===== src/rtl/stby_pkg.sv =====
// Shared types for the standby sequencer.
// Assumes: a single always-on clock domain for all users of this package.
package stby_pkg;
    typedef enum logic [3:0] {
        ST_RUN,
        ST_SAVE,
        ST_FLUSH,
        ST_CSTOP,
        ST_SCAN_OUT,
        ST_PWR_OFF,
        ST_SUSPEND,
        ST_PWR_ON,
        ST_SCAN_IN,
        ST_CSTART,
        ST_RESTORE,
        ST_FREEZE,
        ST_ERROR
    } seq_state_t;

    localparam logic SRC_IRQ = 1'b0;
    localparam logic SRC_RTC = 1'b1;
endpackage


===== src/rtl/stby_wait_timer.sv =====
// Cycle counter for one handshake wait. It restarts at zero whenever the
// sequencer changes state and saturates at the programmed limit.
// Assumes: limit is held stable while a wait is in progress.
module stby_wait_timer #(
    parameter int WAIT_W = 8
) (
    input  logic              clk,
    input  logic              rst_n,
    input  logic              restart,
    input  logic [WAIT_W-1:0] limit,
    output logic              expired
);
    logic [WAIT_W-1:0] cnt_q;

    // Count cycles spent in the current state, saturating at the limit.
    always_ff @(posedge clk) begin
        if (!rst_n) begin
            cnt_q <= '0;
        end else if (restart) begin
            cnt_q <= '0;
        end else if (cnt_q != limit) begin
            cnt_q <= cnt_q + 1'b1;
        end
    end

    // The wait has used its whole allowance on this cycle.
    assign expired = (cnt_q == limit);
endmodule


===== src/rtl/stby_bit_counter.sv =====
// Shift counter for one scan transfer of CHAIN_LEN bits.
// Assumes: run stays high for the whole transfer and drops right after last.
module stby_bit_counter #(
    parameter int CHAIN_LEN = 16
) (
    input  logic clk,
    input  logic rst_n,
    input  logic run,
    output logic last
);
    localparam int CW = (CHAIN_LEN > 1) ? $clog2(CHAIN_LEN) : 1;
    localparam logic [CW-1:0] LAST_IDX = CW'(CHAIN_LEN - 1);

    logic [CW-1:0] bit_q;

    // Advance once per shifted bit and rewind at the end of the transfer.
    always_ff @(posedge clk) begin
        if (!rst_n) begin
            bit_q <= '0;
        end else if (!run || last) begin
            bit_q <= '0;
        end else begin
            bit_q <= bit_q + 1'b1;
        end
    end

    // Flag the final shift of the chain.
    assign last = run && (bit_q == LAST_IDX);
endmodule


===== src/rtl/stby_wake_latch.sv =====
// Holds a wake event seen during shutdown, standby or freeze, and records
// the source of the first such event of the episode.
// Assumes: clear is raised once the domain is on its way back up.
module stby_wake_latch
    import stby_pkg::*;
(
    input  logic clk,
    input  logic rst_n,
    input  logic capture_en,
    input  logic clear,
    input  logic wake_irq,
    input  logic rtc_expire,
    output logic pending,
    output logic src
);
    logic event_now;

    assign event_now = capture_en && (wake_irq || rtc_expire);

    // Pending flag: set by a wake event, dropped when restore has begun.
    always_ff @(posedge clk) begin
        if (!rst_n) begin
            pending <= 1'b0;
        end else if (clear) begin
            pending <= 1'b0;
        end else if (event_now) begin
            pending <= 1'b1;
        end
    end

    // Source record: first event of the episode wins, irq breaks a tie.
    always_ff @(posedge clk) begin
        if (!rst_n) begin
            src <= SRC_IRQ;
        end else if (event_now && !pending) begin
            src <= wake_irq ? SRC_IRQ : SRC_RTC;
        end
    end
endmodule


===== src/rtl/standby_seq.sv =====
// Standby sequencer for one power domain. Walks deep shutdown (save, flush,
// clock stop, scan out, power off), waits for a wake, and restores in the
// reverse order. A freeze mode only stops clocks and lowers the voltage.
// Assumes: all handshake inputs are synchronous to clk, and wait_limit is
// static during a sequence.
module standby_seq
    import stby_pkg::*;
#(
    parameter int CHAIN_LEN = 16,
    parameter int WAIT_W    = 8
) (
    input  logic              clk,
    input  logic              rst_n,
    input  logic              sw_req,
    input  logic              idle_expire,
    input  logic              mode_freeze,
    input  logic [WAIT_W-1:0] wait_limit,
    input  logic              save_done,
    input  logic              flush_done,
    input  logic              pwr_good,
    input  logic              restore_done,
    input  logic              wake_irq,
    input  logic              rtc_expire,
    output logic              busy,
    output logic              stby_ack,
    output logic              err,
    output logic              save_req,
    output logic              flush_req,
    output logic              clk_stop,
    output logic              vlow,
    output logic              pwr_en,
    output logic              scan_stb,
    output logic              scan_dir,
    output logic              restore_req,
    output logic              last_mode,
    output logic              wake_src
);
    seq_state_t st_q, st_d;
    logic       wait_over;
    logic       scan_last;
    logic       scan_run;
    logic       wake_pend;
    logic       wake_any;
    logic       capture_en;
    logic       wake_clear;
    logic       start;

    assign start    = (st_q == ST_RUN) && (sw_req || idle_expire);
    assign scan_run = (st_q == ST_SCAN_OUT) || (st_q == ST_SCAN_IN);
    assign wake_any = wake_pend || wake_irq || rtc_expire;

    // Wake capture window: shutdown steps, deep standby and freeze.
    always_comb begin : capture_window
        unique case (st_q)
            ST_SAVE, ST_FLUSH, ST_CSTOP, ST_SCAN_OUT,
            ST_PWR_OFF, ST_SUSPEND, ST_FREEZE: capture_en = 1'b1;
            default:                           capture_en = 1'b0;
        endcase
    end

    assign wake_clear = (st_q == ST_PWR_ON) || (st_q == ST_RUN);

    stby_wait_timer #(.WAIT_W(WAIT_W)) u_timer (
        .clk     (clk),
        .rst_n   (rst_n),
        .restart (st_d != st_q),
        .limit   (wait_limit),
        .expired (wait_over)
    );

    stby_bit_counter #(.CHAIN_LEN(CHAIN_LEN)) u_bits (
        .clk   (clk),
        .rst_n (rst_n),
        .run   (scan_run),
        .last  (scan_last)
    );

    stby_wake_latch u_wake (
        .clk        (clk),
        .rst_n      (rst_n),
        .capture_en (capture_en),
        .clear      (wake_clear),
        .wake_irq   (wake_irq),
        .rtc_expire (rtc_expire),
        .pending    (wake_pend),
        .src        (wake_src)
    );

    // Next-state logic: each wait advances on its done input or times out.
    always_comb begin : next_state
        st_d = st_q;
        unique case (st_q)
            ST_RUN:      if (start) st_d = mode_freeze ? ST_FREEZE : ST_SAVE;
            ST_SAVE:     if (save_done)    st_d = ST_FLUSH;
                         else if (wait_over) st_d = ST_ERROR;
            ST_FLUSH:    if (flush_done)   st_d = ST_CSTOP;
                         else if (wait_over) st_d = ST_ERROR;
            ST_CSTOP:    st_d = ST_SCAN_OUT;
            ST_SCAN_OUT: if (scan_last)    st_d = ST_PWR_OFF;
            ST_PWR_OFF:  if (!pwr_good)    st_d = ST_SUSPEND;
                         else if (wait_over) st_d = ST_ERROR;
            ST_SUSPEND:  if (wake_any)     st_d = ST_PWR_ON;
            ST_PWR_ON:   if (pwr_good)     st_d = ST_SCAN_IN;
                         else if (wait_over) st_d = ST_ERROR;
            ST_SCAN_IN:  if (scan_last)    st_d = ST_CSTART;
            ST_CSTART:   st_d = ST_RESTORE;
            ST_RESTORE:  if (restore_done) st_d = ST_RUN;
                         else if (wait_over) st_d = ST_ERROR;
            ST_FREEZE:   if (wake_any)     st_d = ST_RUN;
            ST_ERROR:    st_d = ST_ERROR;
            default:     st_d = ST_ERROR;
        endcase
    end

    // State register.
    always_ff @(posedge clk) begin
        if (!rst_n) begin
            st_q <= ST_RUN;
        end else begin
            st_q <= st_d;
        end
    end

    // Mode status: remember which standby the last request chose.
    always_ff @(posedge clk) begin
        if (!rst_n) begin
            last_mode <= 1'b0;
        end else if (start) begin
            last_mode <= mode_freeze;
        end
    end

    // Output decode from the current state.
    always_comb begin : out_decode
        save_req    = (st_q == ST_SAVE);
        flush_req   = (st_q == ST_FLUSH);
        restore_req = (st_q == ST_RESTORE);
        scan_stb    = scan_run;
        scan_dir    = (st_q == ST_SCAN_IN);
        vlow        = (st_q == ST_FREEZE);
        stby_ack    = (st_q == ST_SUSPEND) || (st_q == ST_FREEZE);
        pwr_en      = !((st_q == ST_PWR_OFF) || (st_q == ST_SUSPEND));
        err         = (st_q == ST_ERROR);
        busy        = (st_q != ST_RUN);
        unique case (st_q)
            ST_CSTOP, ST_SCAN_OUT, ST_PWR_OFF, ST_SUSPEND,
            ST_PWR_ON, ST_SCAN_IN, ST_FREEZE, ST_ERROR: clk_stop = 1'b1;
            default:                                    clk_stop = 1'b0;
        endcase
    end
endmodule


===== config.mk =====
export PLATFORM = sky130hd
export DESIGN_NAME = standby_seq
export DESIGN_NICKNAME = d
export VERILOG_FILES = /design/src/rtl/stby_pkg.sv /design/src/rtl/stby_wait_timer.sv /design/src/rtl/stby_bit_counter.sv /design/src/rtl/stby_wake_latch.sv /design/src/rtl/standby_seq.sv
export SDC_FILE = /design/constraint.sdc
export NUM_CORES = 1
export LEC_CHECK = 0
export BUFFER_PORTS_ARGS = -buffer_cell sky130_fd_sc_hd__buf_2
export CAP_MARGIN = 10
export CELL_PAD_IN_SITES_DETAIL_PLACEMENT = 0
export CELL_PAD_IN_SITES_GLOBAL_PLACEMENT = 1
export CORE_ASPECT_RATIO = 0.6
export CORE_UTILIZATION = 39
export DETAILED_ROUTE_END_ITERATION = 10
export GPL_TIMING_DRIVEN = 0
export PLACE_DENSITY_LB_ADDON = 0.3
export REMOVE_ABC_BUFFERS = 1
export SYNTH_ARGS = -nofsm -noshare
export SYNTH_HDL_FRONTEND = slang
export SYNTH_SLANG_ARGS = --single-unit

===== constraint.sdc =====
create_clock -name clk -period 3.5 [get_ports clk]
set_clock_uncertainty 0.15 [all_clocks]
set_input_delay 0.175 -clock clk [delete_from_list [all_inputs] [get_ports clk]]
set_output_delay 0.175 -clock clk [all_outputs]
set_load 0.005 [all_outputs]

Yosys cells after proc, flatten, opt, wreduce, memory -nomap -nowiden --
Memories as Yosys holds them, arrays and structs flattened. A register that Yosys moved wholly into a read port is not among the register bits. Cells that the tools add are included.
Operators by class: reduce and logical (&&, ||, !) cells 22, bitwise gates (word level) 1, shifts and indexed selects 0, $mul 0, eq/ne operators 16, magnitude comparators 0, div/mod/pow operators 0, muxes and demuxes 16, add/sub/neg operators 2
Operators by type and width (count):
- 4-bit two-way mux | 13
- 4-bit one-hot mux with 12 select lines | 1
- 4-bit == test, second input constant | 6
- 4-bit by 3-bit == test with 1-bit output, second input constant | 4
- 1-bit logical OR | 9
- 8-bit by 1-bit adder with 8-bit output, second input constant | 1
- 4-bit by 2-bit == test with 1-bit output, second input constant | 2
- 8-bit == test | 1
- 8-bit inequality test | 1
- 7-bit OR reduction | 1
- 2-bit OR reduction | 3
- 4-bit by 1-bit adder with 4-bit output, second input constant | 1
- 4-bit by 1-bit == test with 1-bit output, second input constant | 1
- 1-bit logical AND | 4
- 4-bit zero test | 1
- 4-bit inequality test | 1
- 4-bit nonzero test | 1
- 1-bit zero test | 3
- 1-bit two-way mux | 2
- 1-bit inverter | 1
Storage, ports and cells: memories kept 1, input port bits 19, register bits after elaboration 19, bits in read-only memories 16, bits in latches 0, bits in writable memories 0
Memory list:
- (name not given) | depth 16, bits a word 1, rd ports 1, clocked after Yosys merged registers in 1, write ports 0, RTL line standby_seq.sv:145 | unique case (st_q)

Depth between registers and ports, before layout --
depth in word-level cells 7, gate-level depth with buffers 11, gate-level depth less buffers 9

Cells and area by module --
Synthesis repeated with hierarchy kept, for this count alone.
Second synthesis, totals: cells, all modules 184, area, all modules 1486.4 µm²
Modules (own cells, without submodules):
- standby_seq | cells each 106, area an instance 790.8 µm², sequential area each 120.1 µm², instances 1
- stby_wait_timer | cells each 52, area an instance 452.9 µm², sequential area each 160.2 µm², instances 1
- stby_bit_counter | cells each 17, area an instance 156.4 µm², sequential area each 80.1 µm², instances 1
- stby_wake_latch | cells each 9, area an instance 86.3 µm², sequential area each 40.0 µm², instances 1

Least setup slack after synthesis --
Ideal clock, no wire load.
path type register to register, start point register u_timer.cnt_q[7], end point register clk_stop (netlist name), setup slack 0.990 ns, setup time 0.078 ns, cell stages (with the launch flop) 9, clock period less this slack 2.510 ns, path buffers 0, required time 3.272 ns, data arrival time 2.282 ns, cells stage by stage dfxtp_1 > xor2_1 > nor4_1 > nand2_2 > a311oi_1 > nor2b_1 > ha_1 > or2_2 > a32oi_1
Between the ends: longest elaborated chain between the ends 5
RTL lines:
- from (decl) | RTL line stby_wait_timer.sv:13 | logic [WAIT_W-1:0] cnt_q;
- from (signal assigned) | RTL line stby_wait_timer.sv:22 | cnt_q <= cnt_q + 1'b1;
- 8-bit == test (*) | RTL line stby_wait_timer.sv:27 | assign expired = (cnt_q == limit);
- 4-bit two-way mux (*)
- 4-bit two-way mux, on equally long branches
- 4-bit one-hot mux with 12 select lines (*) | RTL line standby_seq.sv:92 | unique case (st_q)
- 4-bit two-way mux (no source line) (*)
Every way passes the cells marked *; elsewhere a longest branch is shown, timed or not. A chain may end at the register's enable or synchronous reset.

Final worst setup path --
start point register st_q[0], end point register clk_stop (netlist name)
Between the ends: longest elaborated chain between the ends 6
RTL lines:
- from (decl) | RTL line standby_seq.sv:38 | seq_state_t st_q, st_d;
- from (signal assigned) | RTL line standby_seq.sv:120 | st_q <= st_d;
- 4-bit by 3-bit == test with 1-bit output or 4-bit == test (tied branches) | RTL line standby_seq.sv:49, standby_seq.sv:92
- 1-bit logical OR | RTL line standby_seq.sv:49 | assign scan_run = (st_q == ST_SCAN_OUT) || (st_q == ST_SCAN_IN);
- 1-bit logical AND | RTL line stby_bit_counter.sv:28 | assign last = run && (bit_q == LAST_IDX);
- 4-bit two-way mux, on equally long branches | RTL line standby_seq.sv:105, standby_seq.sv:99
- 4-bit one-hot mux with 12 select lines (*) | RTL line standby_seq.sv:92
- 4-bit two-way mux (no source line) (*)
Marks and branches as above.

==> metrics.cfg <==
[outcome]
status=finished clean

[detailed_routing]
top_layer_used=met4
ant_nets=0
met1Wirelength_mm=1.80
first_pass_iters=4
route.detailed.drc=0
wire_per_inst_um=14.2
met2_length_mm=1.44
viasPerCell=5.53
drt-initial-drc-count=191
drt-total-wl_mm=3.52
vias=1372
met3_length_um=243

[floorplanning]
core_area_um2=3360
die_x_um=80.1
rows=16
io_pins=32
die_h_um=48.9
start_util_pct=42.4
die-area_um2=3910

[sta]
rsz0062_at_grt=no
setup_tns_ns=0
worstMarginPinSlew_ns=0.884
finalMaxSlewViolations=0
fmaxAchievable_mhz=304
max_slew_margin_pct=41.0
hold_viol=0
finalSetupViolCount=0
fin_crit_sh_pct=94.1
fin_crit_ns=3.29

[clocking]
cts-hold-fix-buffers=0
cts_root_buffer=clkbuf_8
insertion_delay_ns=0.26
htreeDepth=1
cts_sinks=20
clk_pin_slew_ns=0.08
cts_tree=yes
cts_setup_buffers=0
clockBufferDepth=2
cts_resized=0
numCtsBuffers=3

[logic_synthesis]
synth_adder_area_share_pct=3.51
syn-instance-count=178
synthFlopType=dfxtp_1
synth_area_leader_cell=dfxtp_1
avgSynthCellArea_um2=8.02
ys_types=49
synthXorXnorAreaFrac_pct=11.0
synth.cell_area_um2=1430
yosysSeqAreaShare_pct=28.0
synthSimpleGateAreaFrac_pct=31.9
synth_seq_cells=20
synth_edf_count=0
netlist.area_leader.share_pct=28.0
yosysWarnings=0
synth-compound-area-share_pct=19.0
synthArstFlopShare_pct=0
synth.area.top_cells=dfxtp_1 (28%), xor2_1 (9.2%), nor2_1 (4.7%)
synth_top_family_by_area=simple AND/OR/NAND/NOR gates
yosys-mux-area-fraction_pct=0.701

[worst_hold_path]
hold_class=in2reg

[placement]
post_dp_cell_area_um2=1590
hpwlAfterDp_mm=2.64
gp_congestion=0.820
io_buffer_count=31

[setup_path]
end_kind=register
slowest_delay_ns=0.84
critPathKind=reg2reg
crit_required_ns=3.54
cp_data_arrival_time_ns=3.33
start_kind=register
worstPathMaxFanout=23
slowest_stage=dfxtp_1
path_cells=inv_1, nand4_1, or4b_4, a311oi_1, nor2b_1, ha_1, or2_2, a32oi_1

[power]
power.density_nw_per_um2=720
ir_worst_vdd_mv=0.446
p_leak_uw=0.000740

[grt]
gr-usage-all-layers_pct=19.5
grt_pass1_wl_mm=6.00
grt_pass1_vias=1287
antenna_found_initial=0
grt.overflow.total=0
grt_start_max_net_pins=28

[final_layout]
finalInstanceArea_um2=1660
drive_above_1_share_pct=22.7
areaGrowthSynthToFinish_pct=16.1
fin_nets=227
diodes=0

[run]
drv_cap=0

## final timing paths
kind	from	to	slack [ns]	depth (start not counted)
max	st_q[0]	clk_stop	0.21	8
min	mode_freeze	last_mode	0.04	3
max reg2reg	st_q[0]	clk_stop	0.21	8
min reg2reg	u_bits.bit_q[0]	u_bits.bit_q[0]	0.31	1
## worst max-delay path: cells and delay by family, from the launching register on
kind            cells  cell delay [ns]
compound gates      2             0.54
fa+ha+maj           1             0.28
buf+inv             1             0.26
flops               1             0.84
simple gates        4             1.14
## layer usage
layer | vias to the layer above | GRT usage [%]
met1 | 621 | 27.9
met2 | 54 | 29.1
met5 | - | 0
li1 | 691 | -
met3 | 6 | 5.05
met4 | 0 | 4.76
## area by class of cell
| cell class | count | area (um^2) |
|---|---|---|
| clock buffer | 3 | 41.3 |
| clock inverter | 1 | 30.0 |
| fill | 319 | 1710 |
| inverter | 8 | 30.0 |
| multi-input combinational | 140 | 945 |
| sequential | 20 | 400 |
| tap | 45 | 56.3 |
| timing repair buffer | 31 | 155 |
## cell usage after synthesis (all sizes together) (2+ instances only)
cell    number
dfxtp       20
nor2        19
xor2        15
nand2       13
a21oi        9
buf          9
nor3         9
inv          8
nor2b        8
o21ai        6
nand3        5
nand4        5
nor4         5
ha           4
a211oi       3
and2         3
and3         3
o21a         3
xnor2        3
a31oi        2
a32oi        2
nand2b       2
o211a        2
o211ai       2
o22ai        2
o31ai        2
## logic make-up after synthesis
logic type,after synthesis
buf+inv,18
flops,20
fa+ha+maj,4
compound gates,38
simple gates,79
mux,1
xor+xnor,18
## layout by cell type (no fill, tap or decap), drive strengths merged, types with 3 or more instances in the layout
cell type	count
nand3	5
nor4	5
and3	3
a21oi	9
o21a	3
dfxtp	20
o21ai	6
and2	3
buf	31
nor2b	8
xnor2	3
ha	4
nor2	19
inv	8
clkbuf	3
nand2	13
xor2	15
a211oi	3
nor3	9
nand4	5
## power by group
group          internal (uW)  switching, uW
Combinational            253            291
Sequential               274            137
Clock                    153           85.7
## registers in the layout, summed over array words and instances, names as in the netlist
| name | count |
|---|---|
| st_q | 4 |
| u_wake.src | 1 |
| clk_stop | 1 |
| last_mode | 1 |
| u_wake.pending | 1 |
| u_timer.cnt_q | 8 |
| u_bits.bit_q | 4 |
## metrics by stage
stage                     power, uW  worst slack (ns)  hold slack, ns  instances  utilization, %
after floorplan                 776             0.646           0.143        168               -
after global placement          934             0.299           0.282        244            47.2
after detailed placement        948             0.329           0.302        244            47.2
after CTS                      1190             0.249          0.0431        248            49.3
after global routing           1290           0.00866          0.0675        248            49.3
final                          1190             0.208          0.0417        248            49.3
(Power assumes the default switching activity.)
